$ cat config.mk
export PLATFORM = sky130hd
export DESIGN_NAME = solinas_reducer
export DESIGN_NICKNAME = d
export VERILOG_FILES = /design/src/rtl/solinas_pkg.sv /design/src/rtl/solinas_pipe_reg.sv /design/src/rtl/solinas_fold.sv /design/src/rtl/solinas_correct.sv /design/src/rtl/solinas_reducer.sv
export SDC_FILE = /design/constraint.sdc
export NUM_CORES = 1
export LEC_CHECK = 0
export BUFFER_PORTS_ARGS = -buffer_cell sky130_fd_sc_hd__clkbuf_2
export CAP_MARGIN = 20
export CORE_MARGIN = 2
export CORE_UTILIZATION = 50
export DETAILED_ROUTE_END_ITERATION = 7
export PLACE_DENSITY = 0.82
export SYNTH_ARGS = -nofsm -noshare
export SYNTH_HDL_FRONTEND = slang
export SYNTH_SLANG_ARGS = --single-unit
export TNS_END_PERCENT = 20
$ cat constraint.sdc
create_clock -name clk -period 4.2 [get_ports clk]
set_input_delay 0.21 -clock clk [delete_from_list [all_inputs] [get_ports clk]]
set_output_delay 0.21 -clock clk [all_outputs]
set_load 0.005 [all_outputs]
$ cat src/rtl/solinas_pkg.sv
package solinas_pkg;

    // default limb width: modulus 2^(2W) - 2^W + 1
    localparam int DEF_LIMB_W = 32;

    // which correction candidate the final stage keeps
    typedef enum logic [1:0] {
        PICK_RAISE = 2'd0,   // t + p   (t negative)
        PICK_KEEP  = 2'd1,   // t       (0 <= t < p)
        PICK_LOWER = 2'd2    // t - p   (p <= t < 2p)
    } pick_e;

endpackage

$ cat src/rtl/solinas_pipe_reg.sv
module solinas_pipe_reg #(
    parameter int WIDTH = 8
) (
    input  logic             clk,
    input  logic             rst,
    input  logic             en,
    input  logic [WIDTH-1:0] d,
    output logic [WIDTH-1:0] q
);

    always_ff @(posedge clk) begin
        if (rst) begin
            q <= '0;
        end else if (en) begin
            q <= d;
        end
    end

endmodule

$ cat src/rtl/solinas_fold.sv
module solinas_fold #(
    parameter int LIMB_W = solinas_pkg::DEF_LIMB_W
) (
    input  logic [4*LIMB_W-1:0] x,
    output logic [2*LIMB_W+2:0] t
);

    localparam int IN_W   = 4 * LIMB_W;
    localparam int FOLD_W = 2 * LIMB_W + 3;
    localparam int PAD_W  = FOLD_W - LIMB_W;

    // limb[0] = d (least significant) ... limb[3] = a
    logic [LIMB_W-1:0] limb [4];
    logic [FOLD_W-1:0] ext  [4];

    for (genvar gi = 0; gi < 4; gi++) begin : g_split
        assign limb[gi] = x[gi*LIMB_W +: LIMB_W];
        assign ext[gi]  = {{PAD_W{1'b0}}, limb[gi]};
    end

    logic [FOLD_W-1:0] mid_sum;

    always_comb begin
        // 2^(2W) -> 2^W - 1 and 2^(3W) -> -1
        mid_sum = ext[2] + ext[1];
        t = (mid_sum << LIMB_W) - ext[3] - ext[2] + ext[0];
    end

    logic unused_w;
    assign unused_w = (IN_W == 4 * LIMB_W);

endmodule

$ cat src/rtl/solinas_correct.sv
module solinas_correct
    import solinas_pkg::*;
#(
    parameter int LIMB_W = DEF_LIMB_W
) (
    input  logic                 clk,
    input  logic                 rst,
    input  logic                 vld,
    input  logic [2*LIMB_W+2:0]  t,
    output logic [2*LIMB_W-1:0]  r
);

    localparam int FOLD_W = 2 * LIMB_W + 3;
    localparam int RES_W  = 2 * LIMB_W;
    localparam logic [FOLD_W-1:0] ONE   = FOLD_W'(1);
    localparam logic [FOLD_W-1:0] P_EXT = (ONE << (2 * LIMB_W)) - (ONE << LIMB_W) + ONE;

    logic [FOLD_W-1:0] cand_up;
    logic [FOLD_W-1:0] cand_dn;
    logic [FOLD_W-1:0] chosen;
    pick_e             pick;

    always_comb begin
        cand_up = t + P_EXT;
        cand_dn = t - P_EXT;
        if (t[FOLD_W-1]) begin
            pick = PICK_RAISE;
        end else if (cand_dn[FOLD_W-1]) begin
            pick = PICK_KEEP;
        end else begin
            pick = PICK_LOWER;
        end
        unique case (pick)
            PICK_RAISE: chosen = cand_up;
            PICK_KEEP:  chosen = t;
            default:    chosen = cand_dn;
        endcase
    end

    assign r = chosen[RES_W-1:0];

    // the kept candidate has no bits above the residue width
    res_width_chk: assert property (@(posedge clk) disable iff (rst)
        vld |-> (chosen[FOLD_W-1:RES_W] == '0));

    // a negative fold is lifted into range by a single p
    raise_enough_chk: assert property (@(posedge clk) disable iff (rst)
        (vld && pick == PICK_RAISE) |-> !cand_up[FOLD_W-1]);

    // a fold at or above p drops below p after one subtraction
    lower_enough_chk: assert property (@(posedge clk) disable iff (rst)
        (vld && pick == PICK_LOWER) |-> (cand_dn < P_EXT));

endmodule

$ cat src/rtl/solinas_reducer.sv
module solinas_reducer #(
    parameter int LIMB_W = solinas_pkg::DEF_LIMB_W
) (
    input  logic                  clk,
    input  logic                  rst,
    input  logic                  in_valid,
    input  logic [4*LIMB_W-1:0]   in_value,
    output logic                  out_valid,
    output logic [2*LIMB_W-1:0]   out_value
);

    localparam int FOLD_W = 2 * LIMB_W + 3;
    localparam int RES_W  = 2 * LIMB_W;
    localparam logic [RES_W:0] ONE_R = (RES_W+1)'(1);
    localparam logic [RES_W:0] P_RES = (ONE_R << (2 * LIMB_W)) - (ONE_R << LIMB_W) + ONE_R;

    // stage 1: fold
    logic [FOLD_W-1:0] fold_d;
    logic [FOLD_W-1:0] fold_q;
    logic              s1_valid;

    solinas_fold #(.LIMB_W(LIMB_W)) u_fold (
        .x (in_value),
        .t (fold_d)
    );

    solinas_pipe_reg #(.WIDTH(FOLD_W)) u_s1_data (
        .clk (clk), .rst (rst), .en (in_valid), .d (fold_d), .q (fold_q)
    );

    solinas_pipe_reg #(.WIDTH(1)) u_s1_vld (
        .clk (clk), .rst (rst), .en (1'b1), .d (in_valid), .q (s1_valid)
    );

    // stage 2: correction
    logic [RES_W-1:0] res_d;

    solinas_correct #(.LIMB_W(LIMB_W)) u_correct (
        .clk (clk),
        .rst (rst),
        .vld (s1_valid),
        .t   (fold_q),
        .r   (res_d)
    );

    solinas_pipe_reg #(.WIDTH(RES_W)) u_s2_data (
        .clk (clk), .rst (rst), .en (s1_valid), .d (res_d), .q (out_value)
    );

    solinas_pipe_reg #(.WIDTH(1)) u_s2_vld (
        .clk (clk), .rst (rst), .en (1'b1), .d (s1_valid), .q (out_valid)
    );


    out_lt_p_chk: assert property (@(posedge clk) disable iff (rst)
        out_valid |-> ({1'b0, out_value} < P_RES));


    valid_origin_chk: assert property (@(posedge clk) disable iff (rst)
        out_valid |-> $past(in_valid, 2));


    valid_advance_chk: assert property (@(posedge clk) disable iff (rst)
        in_valid |=> s1_valid);


    hold_chk: assert property (@(posedge clk) disable iff (rst)
        !s1_valid |=> $stable(out_value));

endmodule

# Yosys cells after proc, flatten, opt, wreduce, memory -nomap -nowiden
# Cells that the tools add are included.
[word_totals]
inputBits = 131
ff_bits = 133
out_inout_bits = 65
elab_cells = 15
[classes]
mux = 3
n_eq_ne = 1
add_sub_neg = 6
n_reduce_logical = 1
[op_table]
columns = ["cell", "count"]
rows = [
  ["67-bit by 32-bit subtractor with 67-bit output", 2],
  ["64-bit one-hot mux with 2 select lines", 1],
  ["67-bit by 32-bit adder with 67-bit output", 1],
  ["67-bit by 64-bit subtractor with 67-bit output (second input constant)", 1],
  ["64-bit adder (second input constant)", 1],
  ["32-bit by 32-bit adder with 33-bit output", 1],
  ["2-bit two-way mux", 2],
  ["2-bit by 1-bit equality test with 1-bit output (second input constant)", 1],
  ["2-bit logical NOT", 1],
]

# Depth between registers and ports, before layout
# Gate-level depths: netlist of the first run.
[logic_depth]
ltp_word = 5
mapped_depth = 16
depth_no_buf = 16

# Modules after synthesis
# Synthesis of the first run repeated with hierarchy kept, for this count alone.
[unflattened]
hier_cells = 1947
area_unflattened_um2 = 15418.5
[modules_own_cells]
columns = ["mod", "area_each_um2", "n_inst", "seq_area_each_um2", "cells_each"]
rows = [
  ["solinas_fold", 8052.7, 1, 0.0, 1128],
  ["solinas_correct", 2602.5, 1, 0.0, 390],
  ["solinas_pipe_reg (u_s1_data)", 2401.1, 1, 1341.3, 216],
  ["solinas_pipe_reg (u_s2_data)", 2290.9, 1, 1281.2, 206],
  ["solinas_pipe_reg (u_s1_vld ...)", 33.8, 2, 20.0, 3],
  ["solinas_reducer", 3.8, 1, 0.0, 1],
]

# Least setup slack after synthesis of the first run
# No wires, ideal clock.
[synth_timing]
path_kind = "input -> register"
startpoint = "in in_value[64]"
endpoint = "reg u_s1_data.q[60]"
n_path_buf = 0
t_required_ns = 4.118
path_stages = 16
path_slack_ns = 0.055
setup_time_ns = 0.082
arrival_time_ns = 4.062
path_cell_list = "inv_1 fa_1 inv_1 ha_1 or2_2 fa_1 a21o_1 a221oi_2 or4_1 nand4_1 a221o_1 a21oi_1 o2111ai_1 or3_1 or4_1 o221ai_1"
[synth_between]
elab_chain_cells = 4
[synth_lines]
columns = ["element", "line_no", "text"]
rows = [
  ["from (decl)", "solinas_reducer.sv:7", "input logic [4*LIMB_W-1:0] in_value,"],
  ["32-bit by 32-bit adder with 33-bit output", "solinas_fold.sv:25", "mid_sum = ext[2] + ext[1];"],
  ["67-bit by 32-bit subtractor with 67-bit output", "solinas_fold.sv:26", "t = (mid_sum << LIMB_W) - ext[3] - ext[2] + ext[0];"],
  ["67-bit by 32-bit subtractor with 67-bit output (*)", "solinas_fold.sv:26", ""],
  ["67-bit by 32-bit adder with 67-bit output (*)", "solinas_fold.sv:26", ""],
  ["to (signal assigned)", "solinas_pipe_reg.sv:13", "q <= '0;"],
  ["to (signal assigned)", "solinas_pipe_reg.sv:15", "q <= d;"],
  ["to (decl)", "solinas_pipe_reg.sv:8", "output logic [WIDTH-1:0] q"],
]
# Every way passes the cells marked *; elsewhere a longest branch is shown, timed or not.
# A chain may end at the register's enable or synchronous reset.

# Worst setup path after layout of the first run
# Same ends and word-level chain as after synthesis.

==> flow_metrics.tcl, run 1 <==
set metrics [dict create \
    outcome "finished, final reports clean" \
    yosysMostFrequentCell "nand2_1" \
    final.fill_count 2323 \
    grt_max_degree 80 \
    htreeDepth 4 \
    synth_top_area_share_pct 21.9 \
    die_h_microns 160 \
    yosys.cell_types.count 87 \
    synth-seq-cells 133 \
    worst_skew_pair.late_latency_ns 0.42 \
    max_stage_delay_ns 0.52 \
    power_frac_clock_pct 28.1 \
    crit_required_ns 4.54 \
    finalNonFillerCells 2108 \
    firstDrtPassIters 5 \
    hold_buffers 0 \
    clockBufferDepth 2 \
    crit_slowest_cell "fa_1" \
    pre_cts_slack_ns -0.212 \
    synth_fp_nets 1839 \
    final_hold_viol_count 0 \
    synth_top_area_cell "dfxtp_1" \
    synth_edf_count 0 \
    grt_first_pass_wirelength_mm 59.6 \
    antenna_left 0 \
    setup_viol 0 \
    drc 0 \
    gr-usage-all-layers_pct 28.6 \
    crit_arrival_ns 4.37 \
    std_cell_rows 57 \
    routedWlPerCell_microns 17.5 \
    ios 196 \
    cts-buffers-inserted 17 \
    synthTopCellsByArea "dfxtp_1, ha_1, xnor2_1" \
    intPower_mw 3.06 \
    power_leakage_nw 5.97 \
    setup_tns_ns 0 \
    max_slew.worst_pin.slew_ns 0.833 \
    cts-root-buf "clkbuf_16" \
    initial_core_util_pct 50.5 \
    drt_iter0_drc 1012 \
    start_kind "input port" \
    drive_above_1_share_pct 16.9 \
    p_seq_share_pct 31.7 \
    cts_sinks 133 \
    netlist_area_sq_mm 0.0122 \
    ff_latch_area_sq_mm 0.00266 \
    finish.net_count 2004 \
    ys_seq_area_share_pct 21.9 \
    slew_headroom_pct 44.4 \
    p_per_area_mw_per_mm2 361 \
    grt-ovfl-total 0 \
    synth_area_per_cell_sq_um 7.58 \
    switching_share_pct 39.8 \
    worstSetupEndpointType "register" \
    antenna_found_initial 0 \
    synth_common_cells "nand2_1, nor2_1, dfxtp_1" \
    multi_input_area_sq_mm 0.00877 \
    fin_ws_ns 0.170 \
    path_clk_slew_ns 0.06 \
    peakVddDrop_mv 0.227 \
    ys.flop_type "dfxtp_1" \
    dp_hpwl_mm 30.6 \
    fp.dieW_microns 160 \
    path_max_fanout 4 \
    max_freq_mhz 248 \
    port_buffers 195 \
    yosysWarnings 0 \
    rsz0062_at_grt "no" \
    fin_crit_ns 4.03 \
    maxCapViolCount 0 \
    grt_pass1_vias 11423 \
    total_power_mw 5.08 \
    dieArea_sq_mm 0.0256 \
    post-route-period-util_pct 96.0 \
    hp-class "in -> reg" \
    net-switching-power_mw 2.02 \
    n_antenna_cell 0 \
    synthArstFlopShare_pct 0 \
    gp_congestion 0.953 \
    wirelength_mm 37.0 \
    critPathKind "in -> reg" \
    crit_chain "clkbuf_2 > inv_1 > fa_1 > inv_1 > ha_1 > or2_2 > fa_1 > a21o_1 > a221oi_2 > or4_1 > nand4_1 > a221o_1 > a21oi_1 > o2111ai_1 > or3_1 > or4_1 > o221ai_1" \
    tritoncts "built" \
    skew_ns 0.0125 \
    vias 12421 \
    vias_per_cell 5.89 \
    post_synth_inst_count 1606 \
    dp.cells 2075 \
    areaGrowthSynthToFinish_pct 15.7 \
    slew_violations 0 \
    pwr-share-comb_pct 40.1 \
    coreArea_sq_mm 0.0241 \
]
## metal layers
layer	track usage, %	vias to the layer above	wire length [microns]
met1	40.3	5729	17100
met5	0	-	0
met2	44.1	508	16000
met4	12.4	0	1480
li1	-	6108	-
met3	3.53	76	2370
## cell type report
| cell class | count | area share (%) |
|---|---|---|
| flip-flops and latches | 133 | 18.9 |
| well taps | 324 | 2.88 |
| repair buffers | 235 | 9.20 |
| clock inverters | 15 | 1.04 |
| inverters | 100 | 2.67 |
| multi-input cells | 1284 | 62.3 |
| clock buffers | 17 | 3.02 |
## through the flow
step | hold WS, ns | cell area (sq um) | utilization, %
after floorplan | 0.414 | 12200 | -
after global placement | 0.433 | 13500 | 55.9
after detailed placement | 0.442 | 13500 | 55.9
after CTS | 0.219 | 14100 | 58.3
after global routing | 0.229 | 14100 | 58.4
final | 0.205 | 14100 | 58.4
## worst paths after layout
kind | startpoint | to | slack (ns) | cells after the start
setup reg to reg | u_s1_data.q[40] | u_s2_data.q[61] | 0.58 | 10
setup / recovery | in_value[64] | u_s1_data.q[60] | 0.17 | 17
hold / removal | in_value[1] | u_s1_data.q[0] | 0.20 | 3
hold reg to reg | u_s2_data.q[54] | u_s2_data.q[54] | 0.45 | 2
## layout by cell type (no fill, tap or decap), types with 7 or more instances in the layout
cell type  instances
dfxtp_1          133
xor2_1            54
and3_1            20
nand2b_1          16
or4_1             11
o22ai_1           10
and2_1            11
nand2_1          163
a21o_1            26
or3_1             28
clkbuf_2         194
a2111oi_0          7
o211ai_1          10
a21oi_1           87
nand4_1           37
xnor2_1           78
nand3_1           50
inv_1            100
or2_2              8
a211oi_1          34
fa_1              33
a31oi_1           21
buf_4             39
o21ai_0          102
o21ai_1           14
ha_1              69
o21a_1            10
mux2i_1           37
nor3_1            38
clkbuf_16         17
nor4_1            19
o21bai_1          12
nor2_1           149
## worst max-delay path, delay by kind of cell
kind	cells	cell delay (ns)
AOI/OAI and AO/OA	6	1.47
and+or+nand+nor	5	1.40
adders and majority gates	3	1.09
buffers and inverters	3	0.19
## cells by family (layout without fill, tap and decap cells)
family | count (synthesis) | count (layout) | synth area share, %
AO/OA/AOI/OAI | 421 | 421 | 22.8
XOR/XNOR | 133 | 133 | 9.64
multiplexers | 40 | 40 | 3.32
buffers and inverters | 189 | 367 | 6.10
adder cells (fa/ha/maj) | 102 | 102 | 12.5
AND/OR/NAND/NOR | 588 | 588 | 23.7
flip-flops | 133 | 133 | 21.9
## power by group through the flow
| stage | clock, mW | sequential, mW | combinational, mW |
|---|---|---|---|
| after global routing | 1.50 | 1.63 | 2.24 |
| final | 1.43 | 1.61 | 2.04 |
| after detailed placement | 0 | 1.63 | 1.98 |
| after CTS | 1.44 | 1.60 | 2.00 |
| after global placement | 0 | 1.63 | 1.95 |
| after floorplan | 0 | 1.51 | 1.48 |
## repair_timing
item | CTS | global route
buffers inserted | 0 | 0
gates resized for setup | 0 | 1
setup endpoints to repair | 0 | 4
## flip-flops by register name, indices dropped and copies added (netlist names)
| signal | flops |
|---|---|
| u_s2_vld.q | 1 |
| u_s1_vld.q | 1 |
| u_s1_data.q | 67 |
| u_s2_data.q | 64 |
(Power assumes the default switching activity.)
==> run 2: changes to the inputs <==
--- a/config.mk
+++ b/config.mk
@@ -10,8 +10,9 @@
 export CORE_MARGIN = 2
 export CORE_UTILIZATION = 50
 export DETAILED_ROUTE_END_ITERATION = 7
-export PLACE_DENSITY = 0.82
+export PLACE_DENSITY = 0.8
 export SYNTH_ARGS = -nofsm -noshare
 export SYNTH_HDL_FRONTEND = slang
+export SYNTH_HIERARCHICAL = 1
 export SYNTH_SLANG_ARGS = --single-unit
 export TNS_END_PERCENT = 20
==> run 2 against run 1 <==
Net effect:
- the run now ends with negative setup slack left
- sequential share of layout area shrank 6.4 points
- count of clock-buffer cells in the layout unchanged
- hold slack is essentially flat
- total power rose by 83%
- critical path depth increased by 13
- critical endpoint is now u_s1_data/q[60]
- synthesized cell count up 21%
- critical path type unchanged
==> flow_metrics.tcl, run 2 <==
set metrics [dict create \
    outcome "finished with violations" \
    violations "negative setup slack" \
    pwr-share-comb_pct 63.6 \
    die_h_microns 180 \
    cts_sinks 133 \
    synth_compound_area_share_pct 19.2 \
    synth-xor-area-share_pct 12.2 \
    slew_headroom_pct 36.2 \
    peakVddDrop_mv 0.326 \
    antenna_left 0 \
    netlist_area_sq_mm 0.0154 \
    grt_max_degree 76 \
    std_cell_rows 64 \
    clockBufferDepth 2 \
    critPathBufInv 5 \
    finish.net_count 2827 \
    hold_end "u_s1_data/q[0]" \
    synth_area_per_cell_sq_um 7.92 \
    largest_registers "u_s1_data/q x67, u_s2_data/q x64" \
    synthTopCellsByArea "dfxtp_1, mux2i_1, ha_1" \
    tritoncts "built" \
    gp_congestion 0.974 \
    ios 196 \
    coreArea_sq_mm 0.0305 \
    drt_iter0_drc 1349 \
    p_per_area_mw_per_mm2 436 \
    crit_family "simple AND/OR/NAND/NOR gates" \
    path_max_fanout 3 \
    fp.dieW_microns 180 \
    maxCapViolCount 0 \
    fin_crit_ns 5.80 \
    skew_ns 0.0187 \
    vias_per_cell 5.76 \
    synth_common_cells "nor2_1, xnor2_1, mux2i_1" \
    final_hold_viol_count 0 \
    worst_skew_pair.late_latency_ns 0.43 \
    yosysMostFrequentCell "nor2_1" \
    areaGrowthSynthToFinish_pct 38.1 \
    firstDrtPassIters 5 \
    setup_viol 39 \
    drive_above_1_share_pct 34.4 \
    whs_path_depth 4 \
    synth_fa_ha_area_share_pct 12.4 \
    post-route-period-util_pct 138 \
    net-switching-power_mw 4.08 \
    drc 0 \
    critPathKind "in -> reg" \
    hold_buffers 0 \
    vias 17124 \
    grt-ovfl-total 0 \
    crit_slowest_cell "or4_4" \
    antenna_found_initial 0 \
    reg2reg_to "u_s2_data/q[22]" \
    htreeDepth 4 \
    n_antenna_cell 0 \
    path_clk_slew_ns 0.07 \
    ff2ff_path_depth 9 \
    max_stage_delay_ns 0.57 \
    gr-usage-all-layers_pct 29.8 \
    crit_required_ns 4.49 \
    synth_mux_area_share_pct 8.90 \
    port_buffers 195 \
    dp_hpwl_mm 40.9 \
    grt_pass1_vias 16390 \
    power_frac_clock_pct 15.3 \
    p_seq_share_pct 21.1 \
    final_common_cell "buf_4" \
    r2r_start "u_s1_data/q[32]" \
    worstSetupEndpointType "register" \
    max_slew.worst_pin.slew_ns 0.949 \
    yosysWarnings 6 \
    slew_violations 0 \
    cts-root-buf "clkbuf_16" \
    synth_top_family_by_area "simple AND/OR/NAND/NOR gates" \
    max_freq_mhz 172 \
    fin_ws_ns -1.60 \
    rsz0062_at_grt "yes" \
    synth-seq-cells 133 \
    synthSimpleGateAreaFrac_pct 23.9 \
    synthArstFlopShare_pct 0 \
    dieArea_sq_mm 0.0323 \
    switching_share_pct 44.0 \
    routedWlPerCell_microns 17.1 \
    post_synth_inst_count 1947 \
    cts-buffers-inserted 17 \
    largest_register_ff_count 67 \
    place_area_sq_mm 0.0200 \
    r2r_slack_ns 0.85 \
    power_leakage_nw 9.75 \
    intPower_mw 5.20 \
    yosys.cell_types.count 105 \
    crit_arrival_ns 6.10 \
    synth_top_area_cell "dfxtp_1" \
    pre_cts_slack_ns -2.08 \
    hp-start "in_value[0]" \
    initial_core_util_pct 50.5 \
    wirelength_mm 50.8 \
    hp-class "in -> reg" \
    final_cell_mix "buf_4, nor2_1, clkbuf_2" \
    setup_tns_ns -34.82 \
    crit_top_cell "buf_4" \
    final_cell_area_sq_mm 0.0213 \
    ys.flop_type "dfxtp_1" \
    regMostFlops "u_s1_data/q" \
    synth_top_area_share_pct 17.3 \
    start_kind "input port" \
    grt_first_pass_wirelength_mm 81.1 \
    ys_seq_area_share_pct 17.3 \
    synth_edf_count 0 \
]
-- run 2: cell count changes in the layout (fill, tap and decap cells not counted), moves of 16 or more --
cell / previous run / this run
o21ai_0: 102 / 51
nor2_1: 149 / 237
xnor2_1: 78 / 130
nand2_1: 163 / 86
buf_4: 39 / 485
nor3_1: 38 / 57
xor2_1: 54 / 70
mux2i_1: 37 / 136
a211oi_1: 34 / 9
ha_1: 69 / 88
-- run 2: kinds of logic (layout without fill, tap and decap cells) --
logic type                 count (synthesis)  after routing
AOI/OAI and AO/OA                        425            425
xor gates and xnor gates                 212            212
adders and majority gates                133            133
buffers and inverters                    197            826
DFF                                      133            133
muxes                                    137            137
other                                      1              2
and+or+nand+nor                          709            709
-- run 2: layout make-up --
type                    instances  area, sq um
repair buffers                686         4700
clock inverters                15          135
multi-input cells            1618        12500
clock buffers                  17          425
flip-flops and latches        133         2670
inverters                     108          408
well taps                     396          495
fillers                      2422         9210
-- run 2: how the worst max path moves through the flow --
stage / from / end / cells after the start
after floorplan: in_value[109] / u_s1_data/q[64] / 27
after global placement: in_value[109] / u_s1_data/q[64] / 27
after detailed placement: in_value[109] / u_s1_data/q[64] / 27
after CTS: in_value[108] / u_s1_data/q[64] / 27
after global routing: in_value[108] / u_s1_data/q[64] / 28
final: in_value[108] / u_s1_data/q[60] / 30
-- run 2: routing by layer --
| layer | GRT usage, % | part of all wire [%] | routed length (microns) | up-vias |
|---|---|---|---|---|
| met5 | 0 | 0 | 0 | - |
| met4 | 13.5 | 4.3 | 2170 | 0 |
| met3 | 3.38 | 5.9 | 3010 | 112 |
| met2 | 47.7 | 45 | 22800 | 702 |
| met1 | 40.5 | 45 | 22800 | 8031 |
| li1 | - | - | - | 8279 |
-- run 2: what timing repair did --
action / 4_1_cts / 5_1_grt
buffers inserted: 14 / 6
pin swaps: 56 / 38
setup endpoints to repair: 43 / 46
cloned: 0 / 0
hold endpoints to repair: 0 / 0
gates resized for setup: 49 / 71
-- run 2: stage by stage --
step                util, %  power [mW]  hold slack, ns  instances
floorplan                 -        5.16           0.282       1948
global placement       65.5        7.17           0.471       2922
detailed placement     65.5        7.36           0.484       2922
CTS                    68.5        9.00           0.220       2967
global route           69.8        9.86           0.257       2973
finish                 69.8        9.28           0.204       2973
-- run 2: power groups by stage --
stage               Sequential (mW)  Combinational (mW)  Clock [mW]
detailed placement             1.96                5.40           0
CTS                            1.94                5.63        1.43
global placement               1.95                5.23           0
finish                         1.96                5.90        1.42
floorplan                      1.73                3.43           0
global route                   2.00                6.36        1.49
-- run 2: worst reg2reg max path, cell delays in order, from the launching register on --
cell,delay [ns]
dfxtp_1,0.61
nand3_1,0.20
nor3_1,0.55
nand4_1,0.38
o21ai_2,0.58
buf_4,0.35
a41oi_1,0.17
xnor2_1,0.20
mux2i_1,0.15
nor2_1,0.05
==> run 3: changes to the inputs <==
--- a/config.mk
+++ b/config.mk
@@ -8,9 +8,10 @@
 export BUFFER_PORTS_ARGS = -buffer_cell sky130_fd_sc_hd__clkbuf_2
 export CAP_MARGIN = 20
 export CORE_MARGIN = 2
-export CORE_UTILIZATION = 50
+export CORE_UTILIZATION = 40
+export CTS_CLUSTER_DIAMETER = 120
 export DETAILED_ROUTE_END_ITERATION = 7
-export PLACE_DENSITY = 0.8
+export PLACE_DENSITY = 0.68
 export SYNTH_ARGS = -nofsm -noshare
 export SYNTH_HDL_FRONTEND = slang
 export SYNTH_HIERARCHICAL = 1
==> run 3 against run 2 <==
Net effect:
- the run still ends with negative setup slack left
- critical path depth is 3 lower
- die area is 24% higher
- largest cell class unchanged
- utilization is 14 points lower
- final cell count is 3.5% higher
- sequential power hardly changed
- via count is 2.7% lower
- combinational power is 2% lower
- fmax is 0.38% higher
- first-iteration DRC count is 20% lower
- count of clock-buffer cells in the layout is 6 higher
==> flow_metrics.tcl, run 3 (same netlist as run 2, synthesis figures left out) <==
set metrics [dict create \
    final.fill_count 3652 \
    drive_above_1_share_pct 32.5 \
    post-route-period-util_pct 138 \
    routedWlPerCell_microns 16.6 \
    grt_first_pass_wirelength_mm 82.0 \
    tritoncts "built" \
    drc 0 \
    max_slew.worst_pin.slew_ns 0.924 \
    fin_crit_ns 5.78 \
    clockBufferDepth 2 \
    antenna_found_initial 0 \
    worstSetupEndpointType "register" \
    gp_congestion 0.915 \
    finish.net_count 2820 \
    fin_ws_ns -1.58 \
    cts-root-buf "clkbuf_16" \
    std_cell_rows 71 \
    slew_violations 0 \
    fp.dieW_microns 200 \
    finish.utilization_pct 55.8 \
    finalNonFillerCells 3078 \
    maxCapViolCount 0 \
    path_clk_slew_ns 0.05 \
    gr-usage-all-layers_pct 24.7 \
    max_freq_mhz 173 \
    grt_max_degree 76 \
    drt_iter0_drc 1085 \
    areaGrowthSynthToFinish_pct 37.0 \
    crit_arrival_ns 6.06 \
    final_common_cell "buf_4" \
    rsz0062_at_grt "yes" \
    htreeDepth 4 \
    outcome "finished with violations" \
    cts-buffers-inserted 17 \
    ios 196 \
    violations "negative setup slack" \
    p_per_area_mw_per_mm2 432 \
    ff2ff_path_depth 8 \
    start_kind "input port" \
    cts_sinks 133 \
    dp_hpwl_mm 42.4 \
    max_stage_delay_ns 0.53 \
    vias_per_cell 5.41 \
    critPathBufInv 1 \
    n_antenna_cell 0 \
    slew_headroom_pct 37.6 \
    setup_viol 38 \
    peakVddDrop_mv 0.243 \
    final_hold_viol_count 0 \
    antenna_left 0 \
    pre_cts_slack_ns -2.08 \
    port_buffers 195 \
    crit_required_ns 4.48 \
    critPathKind "in -> reg" \
    firstDrtPassIters 5 \
    largest_registers "u_s1_data/q x67, u_s2_data/q x64" \
    initial_core_util_pct 40.7 \
    whs_path_depth 4 \
    worst-path-stages 27 \
    place_area_sq_mm 0.0201 \
    grt-ovfl-total 0 \
    r2r_slack_ns 0.84 \
    worst_skew_pair.late_latency_ns 0.43 \
    final_cell_mix "buf_4, nor2_1, clkbuf_2" \
    dieArea_sq_mm 0.0401 \
    hp-class "in -> reg" \
    grt_pass1_vias 15840 \
    path_max_fanout 4 \
    vias 16664 \
    wirelength_mm 51.2 \
    largest_register_ff_count 67 \
    total_power_mw 9.12 \
    die_h_microns 200 \
    regMostFlops "u_s1_data/q" \
    crit_family "compound AO/OA/AOI/OAI gates" \
    power_leakage_nw 9.67 \
    coreArea_sq_mm 0.0378 \
    skew_ns 0.00859 \
    final_cell_area_sq_mm 0.0211 \
    crit_slowest_cell "or4_4" \
    dp.cells 3035 \
]
-- run 3: final timing paths --
kind	start	to
worst max register to register	u_s1_data/q[32]	u_s2_data/q[46]
worst min-delay path	in_value[0]	u_s1_data/q[0]
worst max-delay path	in_value[109]	u_s1_data/q[64]
worst min register to register	u_s2_data/q[27]	u_s2_data/q[27]
-- run 3: cell type report --
type	instances	area, sq um	share of cell area (%)
Timing Repair Buffer	679	4640	22.0
Inverter	108	405	1.92
Clock inverter	6	80.1	0.379
Multi-Input combinational cell	1618	12200	57.9
Clock buffer	23	458	2.17
Tap cell	511	639	3.03
Sequential cell	133	2670	12.6
-- run 3: metal layers --
metal,share of wire [%],global-route usage (%),wire length (microns)
met1,49,34.8,24800
met2,45,39.5,22900
met3,4.2,2.47,2130
met4,2.6,7.86,1310
met5,0,0,0
-- run 3: where the power goes --
part / leakage, nW / switching [mW] / total (mW) / internal, mW
Clock: 0.266 / 0.515 / 1.39 / 0.873
Sequential: 1.09 / 0.472 / 1.97 / 1.50
Combinational: 8.32 / 2.88 / 5.76 / 2.88
Total: 9.67 / 3.87 / 9.12 / 5.25
-- run 3: repair_timing --
| action | CTS | global route |
|---|---|---|
| setup buffers | 10 | 6 |
| gates resized for setup | 51 | 21 |
| endpoints found under the setup margin | 42 | 45 |
| pin swaps | 31 | 22 |
| endpoints found under the hold margin | 0 | 0 |
| hold buffers | 0 | 0 |
-- run 3: worst reg2reg max path, cell delays in order, from the launching register on --
cell and delay (ns):
dfxtp_1 0.58, nand3_1 0.20, nor3_1 0.58, nand4_1 0.41, a21oi_2 0.75, a32oi_1 0.25
xnor2_1 0.19, mux2i_1 0.19, nor2_1 0.06
-- run 3: metrics by stage --
step	hold slack, ns	TNS, ns
after floorplan	0.282	-31.64
after global placement	0.472	-51.70
after detailed placement	0.485	-56.03
after CTS	0.201	-28.34
after global routing	0.260	-43.37
final	0.209	-32.34
